===== src/rtl/ata_pio_engine.sv =====
module ata_pio_engine #(
  parameter int DW   = 16,
  parameter int TW   = 8,
  parameter int NTIM = 24,
  localparam int TAW = $clog2(NTIM)
) (
  input  logic           clk,
  input  logic           rst_n,
  input  logic           ctrl_we,
  input  logic [7:0]     ctrl_wdata,
  output logic [7:0]     ctrl_q,
  input  logic           tim_we,
  input  logic [TAW-1:0] tim_addr,
  input  logic [TW-1:0]  tim_wdata,
  output logic [TW-1:0]  tim_rdata,
  input  logic           host_req,
  input  logic           host_we,
  input  logic [3:0]     host_addr,
  input  logic [DW-1:0]  host_wdata,
  output logic           host_ack,
  output logic [DW-1:0]  host_rdata,
  input  logic           dma_burst,
  output logic           controller_idle,
  output logic           ata_rst_n,
  output logic [1:0]     ata_cs_n,
  output logic [2:0]     ata_da,
  output logic           ata_dior_n,
  output logic           ata_diow_n,
  output logic [DW-1:0]  ata_dout,
  output logic           ata_dout_en,
  input  logic [DW-1:0]  ata_din,
  input  logic           ata_iordy
);
  localparam int BIT_DMA = 7;
  localparam int BIT_RST = 6;
  localparam int BIT_RDY = 5;
  localparam logic [TW-1:0]  ONE  = TW'(1);
  localparam logic [TAW-1:0] LAST = TAW'(NTIM - 1);

  typedef enum logic [1:0] {S_IDLE, S_SETUP, S_ACT, S_REC} st_t;

  st_t            st;
  logic [TW-1:0]  cnt, act_len, rec_len;
  logic [TW-1:0]  tim [NTIM];
  logic           we_q;
  logic [1:0]     cs_q;
  logic [2:0]     da_q;
  logic [DW-1:0]  dout_q;

  function automatic logic [TW-1:0] at_least_one(input logic [TW-1:0] v);
    return (v == '0) ? ONE : v;
  endfunction

  wire bus_on   = ctrl_q[BIT_RST];
  wire rdy_en   = ctrl_q[BIT_RDY];
  wire dma_hold = ctrl_q[BIT_DMA] && dma_burst;
  wire fresh    = host_req && !host_ack;
  wire go       = (st == S_IDLE) && fresh && !dma_hold;
  wire act_end  = (cnt == '0) && (!rdy_en || ata_iordy);

  assign ata_rst_n       = bus_on;
  assign controller_idle = (st == S_IDLE);
  assign ata_dior_n      = !((st == S_ACT) && !we_q);
  assign ata_diow_n      = !((st == S_ACT) && we_q);
  assign ata_dout_en     = (st != S_IDLE) && we_q;
  assign ata_cs_n        = (st == S_IDLE) ? 2'b11 : cs_q;
  assign ata_da          = da_q;
  assign ata_dout        = dout_q;
  assign tim_rdata       = (tim_addr <= LAST) ? tim[tim_addr] : '0;

  always_ff @(posedge clk or negedge rst_n)
    if (!rst_n) ctrl_q <= '0;
    else if (ctrl_we) ctrl_q <= ctrl_wdata;

  always_ff @(posedge clk or negedge rst_n)
    if (!rst_n) begin
      for (int i = 0; i < NTIM; i++) tim[i] <= ONE;
    end else if (tim_we && tim_addr <= LAST) begin
      tim[tim_addr] <= tim_wdata;
    end

  always_ff @(posedge clk or negedge rst_n) begin
    if (!rst_n) begin
      st <= S_IDLE; cnt <= '0; act_len <= ONE; rec_len <= ONE;
      we_q <= 1'b0; cs_q <= 2'b11; da_q <= '0; dout_q <= '0;
      host_ack <= 1'b0; host_rdata <= '0;
    end else begin
      host_ack <= 1'b0;
      if (!bus_on) begin
        st <= S_IDLE;
        if (fresh) begin
          host_ack   <= 1'b1;
          host_rdata <= '0;
        end
      end else begin
        case (st)
          S_IDLE: if (go) begin
            st      <= S_SETUP;
            cnt     <= at_least_one(tim[0]) - ONE;
            act_len <= at_least_one(tim[1]);
            rec_len <= at_least_one(tim[2]);
            we_q    <= host_we;
            cs_q    <= host_addr[3] ? 2'b01 : 2'b10;
            da_q    <= host_addr[2:0];
            dout_q  <= host_wdata;
            if (host_we) host_ack <= 1'b1;
          end
          S_SETUP:
            if (cnt == '0) begin st <= S_ACT; cnt <= act_len - ONE; end
            else cnt <= cnt - ONE;
          S_ACT:
            if (cnt != '0) cnt <= cnt - ONE;
            else if (act_end) begin
              st  <= S_REC;
              cnt <= rec_len - ONE;
              if (!we_q) begin host_ack <= 1'b1; host_rdata <= ata_din; end
            end
          S_REC:
            if (cnt == '0) st <= S_IDLE;
            else cnt <= cnt - ONE;
          default: st <= S_IDLE;
        endcase
      end
    end
  end

  a_r12_strobe_excl: assert property (@(posedge clk) disable iff (!rst_n)
    !(!ata_dior_n && !ata_diow_n));
  a_r12_ack_pulse: assert property (@(posedge clk) disable iff (!rst_n)
    host_ack |=> !host_ack);
  a_r2_reset_quiets: assert property (@(posedge clk) disable iff (!rst_n)
    !ata_rst_n |=> (controller_idle && ata_dior_n && ata_diow_n));
  a_r9_bus_stable: assert property (@(posedge clk) disable iff (!rst_n)
    (!controller_idle && !$past(controller_idle)) |->
      ($stable(ata_da) && $stable(ata_cs_n) && $stable(ata_dout)));
  a_r7_iordy_hold: assert property (@(posedge clk) disable iff (!rst_n)
    (st == S_ACT && cnt == '0 && rdy_en && !ata_iordy && bus_on) |=> (st == S_ACT));
  a_r10_dma_block: assert property (@(posedge clk) disable iff (!rst_n)
    (controller_idle && dma_hold) |=> controller_idle);
endmodule


===== config.mk =====
export PLATFORM = sky130hd
export DESIGN_NAME = ata_pio_engine
export DESIGN_NICKNAME = d
export VERILOG_FILES = /design/src/rtl/ata_pio_engine.sv
export SDC_FILE = /design/constraint.sdc
export NUM_CORES = 1
export LEC_CHECK = 0
export ABC_AREA = 1
export BUFFER_PORTS_ARGS = -buffer_cell sky130_fd_sc_hd__buf_2
export CAP_MARGIN = 20
export CORE_UTILIZATION = 47
export DETAILED_ROUTE_END_ITERATION = 6
export PLACE_DENSITY = 0.79
export SETUP_SLACK_MARGIN = 0.02
export SLEW_MARGIN = 25
export SYNTH_ARGS = -nofsm -noshare
export SYNTH_HDL_FRONTEND = slang
export SYNTH_SLANG_ARGS = --single-unit
export TNS_END_PERCENT = 10

===== constraint.sdc =====
create_clock -name clk -period 1.5 [get_ports clk]
set_input_delay 0.225 -clock clk [delete_from_list [all_inputs] [get_ports clk]]
set_output_delay 0.225 -clock clk [all_outputs]
set_load 0.005 [all_outputs]

; ---- Word-level counts from Yosys, hierarchy flattened
; Cells that the tools add are included.
[word_totals]
register_bits = 265
input_bits = 65
output_inout_bits = 59
wordCells = 126
[op_classes]
add_sub_neg = 4
order_cmp = 3
eq_ne = 15
n_mux = 39
n_bitwise = 1
n_reduce_logical = 29
[op_table]
columns = operator, n
row1 = bitwise mux 192 bit, 1
row2 = two-way mux 16 bit, 6
row3 = two-way mux 8 bit, 12
row4 = binary-select mux 8 bit (select 5 bit), 1
row5 = demux 8 bit (select 5 bit), 1
row6 = zero test 8 bit, 4
row7 = one-hot mux 8 bit (4 select lines), 1
row8 = "subtractor 8 x 1 -> 8 bit, second input constant", 4
row9 = two-way mux 2 bit, 8
row10 = "!= test 3 bit, second input constant", 4
row11 = logical AND 1 bit, 10
row12 = AND reduction 5 bit, 2
row13 = one-hot mux 2 bit (4 select lines), 1
row14 = nonzero test 8 bit, 1
row15 = two-way mux 1 bit, 7
row16 = ">= comparator 6 bit, second input constant", 1
row17 = zero test 1 bit, 6
row18 = "less-than comparator 6 x 1 -> 1 bit, second input constant", 1
row19 = "!= test 2 x 1 -> 1 bit, second input constant", 3
row20 = "!= test 2 bit, second input constant", 3
row21 = "!= test 3 x 2 -> 1 bit, second input constant", 2
row22 = NOT 5 -> 6 bit, 1
row23 = "<= comparator 5 bit, second input constant", 1
row24 = "== test 2 bit, second input constant", 2
row25 = 7 further kinds, 8

; ---- Longest topological paths before layout
[depth]
word_depth = 7
mapped_depth = 12

; ---- Worst setup path after synthesis
; OpenSTA, ideal clock, no wires.
[synth_path]
kind = reg2reg
from = register st[0]
to = register host_rdata[1]
setup_time_ps = 131
t_arrival_ps = 1540
t_required_ps = 1369
path_slack_ps = -171
stages_incl_launch_ff = 10
path_buffers = 2
period_less_slack_ps = 1671
path_cell_list = dfrtp_1 > inv_1 > ha_1 > buf_2 > nand2_1 > a21oi_1 > nand3_1 > clkbuf_1 > nand3_1 > o21ai_0
[synth_between]
elab_chain_len = 3
[synth_lines]
columns = element, line
row1 = "start, declared", 42  ; st_t st;
row2 = "start signal, assigned", 84  ; st <= S_IDLE; cnt <= '0; act_len <= ONE; rec_len <= ONE;
row3 = "start signal, assigned", 90  ; st <= S_IDLE;
row4 = "start signal, assigned", 98  ; st <= S_SETUP;
row5 = == test 2 bit, 96  ; case (st)
row6 = != test 2 x 1 -> 1 bit (no line), -
row7 = AND reduction 5 bit (no line), -
row8 = "end signal, assigned", 86  ; host_ack <= 1'b0; host_rdata <= '0;
row9 = "end signal, assigned", 93  ; host_rdata <= '0;
row10 = "end signal, assigned", 116  ; if (!we_q) begin host_ack <= 1'b1; host_rdata <= ata_din; end
row11 = "end, declared", 21  ; output logic [DW-1:0] host_rdata,
; Every way passes these cells.
; A chain may end at the register's enable or synchronous reset.

; ---- Final worst setup path
[layout_path]
from = register tim[90] in the netlist's numbering
to = output tim_rdata[2]
[layout_between]
elab_chain_len = 4
[layout_lines]
columns = element, line
row1 = "start, declared", 44  ; logic [TW-1:0] tim [NTIM];
row2 = "start signal, assigned by index", 79  ; tim[tim_addr] <= tim_wdata;
row3 = binary-select mux 8 bit (select 5 bit), 69  ; assign tim_rdata = (tim_addr <= LAST) ? tim[tim_addr] : '0;
row4 = two-way mux 8 bit (not written as such) (2 in a row), 69
row5 = two-way mux 8 bit, 69
row6 = "end, declared", 15  ; output logic [TW-1:0] tim_rdata,
; Every way passes these cells. The select of a mux whose other input is x is not followed.

==> impl_metrics.xml <==
<?xml version="1.0" encoding="UTF-8"?>
<metrics>
  <group name="floorplan">
    <metric name="die_width" unit="um">164</metric>
    <metric name="initial_utilization" unit="%">48.5</metric>
    <metric name="die_extent_in_y" unit="um">164</metric>
    <metric name="dieArea" unit="um^2">27000</metric>
    <metric name="core_area" unit="um^2">25500</metric>
    <metric name="io-pin-count" unit="">124</metric>
    <metric name="std_cell_rows" unit="">58</metric>
  </group>
  <group name="worst_hold_path">
    <metric name="hold_wc_path_type" unit="">in -&gt; reg</metric>
  </group>
  <group name="cts">
    <metric name="clk_pin_slew_worst_paths" unit="ns">0.06</metric>
    <metric name="worst_skew_pair.late_latency" unit="ns">0.55</metric>
    <metric name="cts_tree" unit="">done</metric>
    <metric name="cts_sinks" unit="">265</metric>
    <metric name="cts.root.buffer_cell" unit="">sky130_fd_sc_hd__clkbuf_16</metric>
    <metric name="cts_made_buffers" unit="">29</metric>
    <metric name="cts.path.max_buffers" unit="">3</metric>
    <metric name="clock_tree.htree_level_count" unit="">1</metric>
  </group>
  <group name="drt">
    <metric name="first_pass_iters" unit="">6</metric>
    <metric name="routed_wire_length_per_instance" unit="um">17.8</metric>
    <metric name="drtAntennaViolNets" unit="">0</metric>
    <metric name="postRouteWirelength" unit="mm">36.7</metric>
    <metric name="viasPerCell" unit="">5.63</metric>
    <metric name="drtIter0Drc" unit="">1261</metric>
    <metric name="remaining_drcs" unit="">0</metric>
    <metric name="detailroute.via_count" unit="">11600</metric>
  </group>
  <group name="pwr">
    <metric name="p_int" unit="uW">16200</metric>
    <metric name="share_clk_of_total_power" unit="%">31.2</metric>
    <metric name="peakVddDrop" unit="uV">998</metric>
    <metric name="p_sw" unit="uW">7760</metric>
    <metric name="power.sequential.fraction" unit="%">41.0</metric>
    <metric name="power.leakage" unit="uW">0.00764</metric>
    <metric name="powerDensity" unit="nW/um^2">1510</metric>
    <metric name="switching_share" unit="%">32.3</metric>
    <metric name="power.combinational.fraction" unit="%">27.8</metric>
    <metric name="p_total" unit="uW">24000</metric>
  </group>
  <group name="timing">
    <metric name="max_slew.worst_pin.slew" unit="ns">0.388</metric>
    <metric name="headroom_to_the_max_slew_limit" unit="%">74.1</metric>
    <metric name="final.setup_skew" unit="ns">0.0193</metric>
    <metric name="timing_hold_violations_final" unit="">0</metric>
    <metric name="grt_setup_unrepaired" unit="">true</metric>
    <metric name="finalMaxSlewViolations" unit="">0</metric>
    <metric name="layout_setup_ws" unit="ns">-0.523</metric>
    <metric name="max_freq" unit="GHz">0.494</metric>
    <metric name="final-setup-viol-count" unit="">51</metric>
    <metric name="fin_crit_sh" unit="%">135</metric>
    <metric name="final_period_minus_worst_setup_slack" unit="ns">2.02</metric>
    <metric name="holdWs" unit="ns">0.0370</metric>
  </group>
  <group name="global_route">
    <metric name="grt_use_total" unit="%">27.4</metric>
    <metric name="overflow" unit="">0</metric>
    <metric name="grt_max_degree" unit="">49</metric>
    <metric name="number_of_antenna_violations_at_the_first_check_in_global_routing" unit="">2</metric>
    <metric name="grt_first_pass_wirelength" unit="mm">58.2</metric>
    <metric name="first_global_vias" unit="">11100</metric>
  </group>
  <group name="critical_path">
    <metric name="timing.setup.critical_path_class" unit="">reg -&gt; out</metric>
    <metric name="crit_required" unit="ns">1.27</metric>
    <metric name="cp.arrival" unit="ns">1.80</metric>
    <metric name="path_max_fanout" unit="">2</metric>
    <metric name="endpoint_kind" unit="">primary output</metric>
    <metric name="start_kind" unit="">flop</metric>
  </group>
  <group name="cells_and_area">
    <metric name="most-common-layout-cells" unit="">400 x sky130_fd_sc_hd__nand2_1, 236 x sky130_fd_sc_hd__dfrtp_1, 209 x sky130_fd_sc_hd__o21ai_0, 178 x sky130_fd_sc_hd__nand3_1, 120 x sky130_fd_sc_hd__buf_2</metric>
    <metric name="layout.cells.most_common" unit="">sky130_fd_sc_hd__nand2_1</metric>
    <metric name="layout-drive-gt1-share" unit="%">25.7</metric>
    <metric name="design.final.nets" unit="">1778</metric>
    <metric name="synthToLayoutAreaGrowth" unit="%">28.7</metric>
  </group>
  <group name="synthesis">
    <metric name="syn-num-nets" unit="">1547</metric>
    <metric name="ys.warnings.count" unit="">0</metric>
    <metric name="post_synthesis_cell_count" unit="">1473</metric>
    <metric name="synthAdderAreaFrac" unit="%">0.911</metric>
    <metric name="postSynthAreaPerCell" unit="um^2">8.39</metric>
    <metric name="synth.top_cell.area_share" unit="%">48.0</metric>
    <metric name="synth_largest_area_cell" unit="">sky130_fd_sc_hd__dfrtp_1</metric>
    <metric name="netlist-cell-type-count" unit="">38</metric>
    <metric name="yosys-top-cells-area" unit="">sky130_fd_sc_hd__dfrtp_1 48%, sky130_fd_sc_hd__nand2_1 13%, sky130_fd_sc_hd__o21ai_0 9.7%, sky130_fd_sc_hd__nand3_1 7.5%, sky130_fd_sc_hd__dfstp_2 6.0%</metric>
    <metric name="synth_simple_gate_area_share" unit="%">23.8</metric>
    <metric name="synth_top_family_by_area" unit="">simple AND/OR/NAND/NOR gates</metric>
    <metric name="synth_mux_area_share" unit="%">0.638</metric>
    <metric name="mappedNetlistArea" unit="um^2">12400</metric>
    <metric name="synth_compound_gate_area_share" unit="%">14.1</metric>
    <metric name="share_of_the_synthesized_netlist_area_taken_by_xor_and_xnor_gates" unit="%">0.567</metric>
    <metric name="ys_seq_elements" unit="">265</metric>
    <metric name="synth_seq_area_share" unit="%">53.9</metric>
  </group>
  <group name="outcome">
    <metric name="violations" unit="">setup timing</metric>
    <metric name="run_status" unit="">complete, but fails checks</metric>
  </group>
  <group name="flow_run">
    <metric name="maxCapViolations" unit="">0</metric>
  </group>
  <group name="place">
    <metric name="gp_routability_congestion" unit="">0.890</metric>
    <metric name="dpl.hpwl" unit="mm">23.3</metric>
    <metric name="placement.io_buffers" unit="">123</metric>
  </group>
</metrics>
==> metrics by stage <==
stage          instance area [um^2]  std cells  worst slack, ns  util, %  setup TNS, ns
4_1_cts                       15800       2054           -0.530     61.9          -6.82
5_1_grt                       15900       2058           -0.588     62.4         -11.57
6_report                      15900       2059           -0.523     62.5          -7.43
3_3_place_gp                  14100       1952           -0.329     55.3         -34.32
3_5_place_dp                  14100       1952           -0.365     55.3         -46.10
2_1_floorplan                 12400       1473         -0.00683        -        -0.0155
==> worst max-delay path, cell delays in order (launching register included) <==
cell and delay [ns]:
sky130_fd_sc_hd__dfrtp_1 0.40, sky130_fd_sc_hd__a22oi_2 0.20, sky130_fd_sc_hd__nand3_1 0.10, sky130_fd_sc_hd__nand2_1 0.08, sky130_fd_sc_hd__nand2_2 0.08, sky130_fd_sc_hd__nor2_2 0.16
sky130_fd_sc_hd__nand3_2 0.11, sky130_fd_sc_hd__buf_6 0.14
==> power by group through the flow <==
stage	logic (uW)	clock network, uW	registers, uW
6_report	6670	7480	9840
4_1_cts	6430	7580	9760
3_3_place_gp	5810	0	9780
5_1_grt	7470	7850	9990
2_1_floorplan	3630	0	9670
3_5_place_dp	6020	0	9820
==> cells by family (layout without fill, tap and decap cells) <==
kind of cell	count (synthesis)	count (layout)
AND/OR/NAND/NOR	682	682
AO/OA/AOI/OAI	325	325
flip-flops	265	265
buffers and inverters	177	431
adder cells (fa/ha/maj)	9	9
XOR/XNOR	8	8
multiplexers	7	7
other	0	2
==> synthesized netlist by cell type (all sizes together) <==
cell,count
dfstp,28
clkbuf,38
xnor2,4
nor4,3
o211ai,1
nand3,187
or2,2
nand2,428
a31oi,1
xor2,4
dfrtp,237
ha,9
buf,53
inv,86
o22ai,7
a21oi,15
o21ai,257
a21boi,1
a22oi,40
nand4,8
nor2,48
nor3,5
and3,1
mux2,7
o21bai,2
o21a,1
==> sequential cells by signal (all words and copies together), names as in the netlist <==
signal,flops
act_len,8
ata_dout,16
rec_len,8
tim,192
cs_q,2
st,2
host_ack,1
ata_da,3
host_rdata,16
we_q,1
cnt,8
ctrl_q,8
==> final cells by class <==
class | instances | area, um^2
flip-flops and latches | 265 | 6670
well taps | 330 | 413
multi-input cells | 1031 | 5310
diodes | 2 | 5.00
clock buffers | 38 | 820
clock inverters | 16 | 198
fillers | 1959 | 9560
inverters | 86 | 330
repair buffers | 291 | 2170
==> final timing paths <==
check | slack (ns) | from | endpoint | cells past startpoint
hold reg to reg | 0.46 | ata_dout[0]$_DFFE_PN0P_ | ata_dout[0]$_DFFE_PN0P_ | 2
setup / recovery | -0.52 | tim[90]$_DFFE_PN0P_ | tim_rdata[2] | 7
setup reg to reg | -0.16 | tim[190]$_DFFE_PN0P_ | cnt[2]$_DFFE_PN0P_ | 10
hold / removal | 0.04 | ata_din[4] | host_rdata[4]$_DFFE_PN0P_ | 3
min in group asynchronous | 0.15 | rst_n | host_rdata[0]$_DFFE_PN0P_ | 2
max in group asynchronous | 0.67 | rst_n | tim[48]$_DFFE_PN1P_ | 3
==> per-layer routing <==
metal | vias to the layer above | global-route usage, % | part of all wire, %
li1 | 5386 | - | -
met1 | 5565 | 37.0 | 42
met2 | 573 | 44.4 | 47
met3 | 77 | 4.60 | 8.9
met4 | 0 | 9.81 | 2.7
met5 | - | 0 | 0
==> what timing repair did <==
item	CTS	global route
hold buffers	45	0
hold endpoints to repair	282	0
setup buffers	3	3
setup endpoints to repair	78	71
pin swaps	28	43
gates cloned	0	0
gates resized for setup	56	56
No activity file was read; power rests on OpenSTA's default activity.
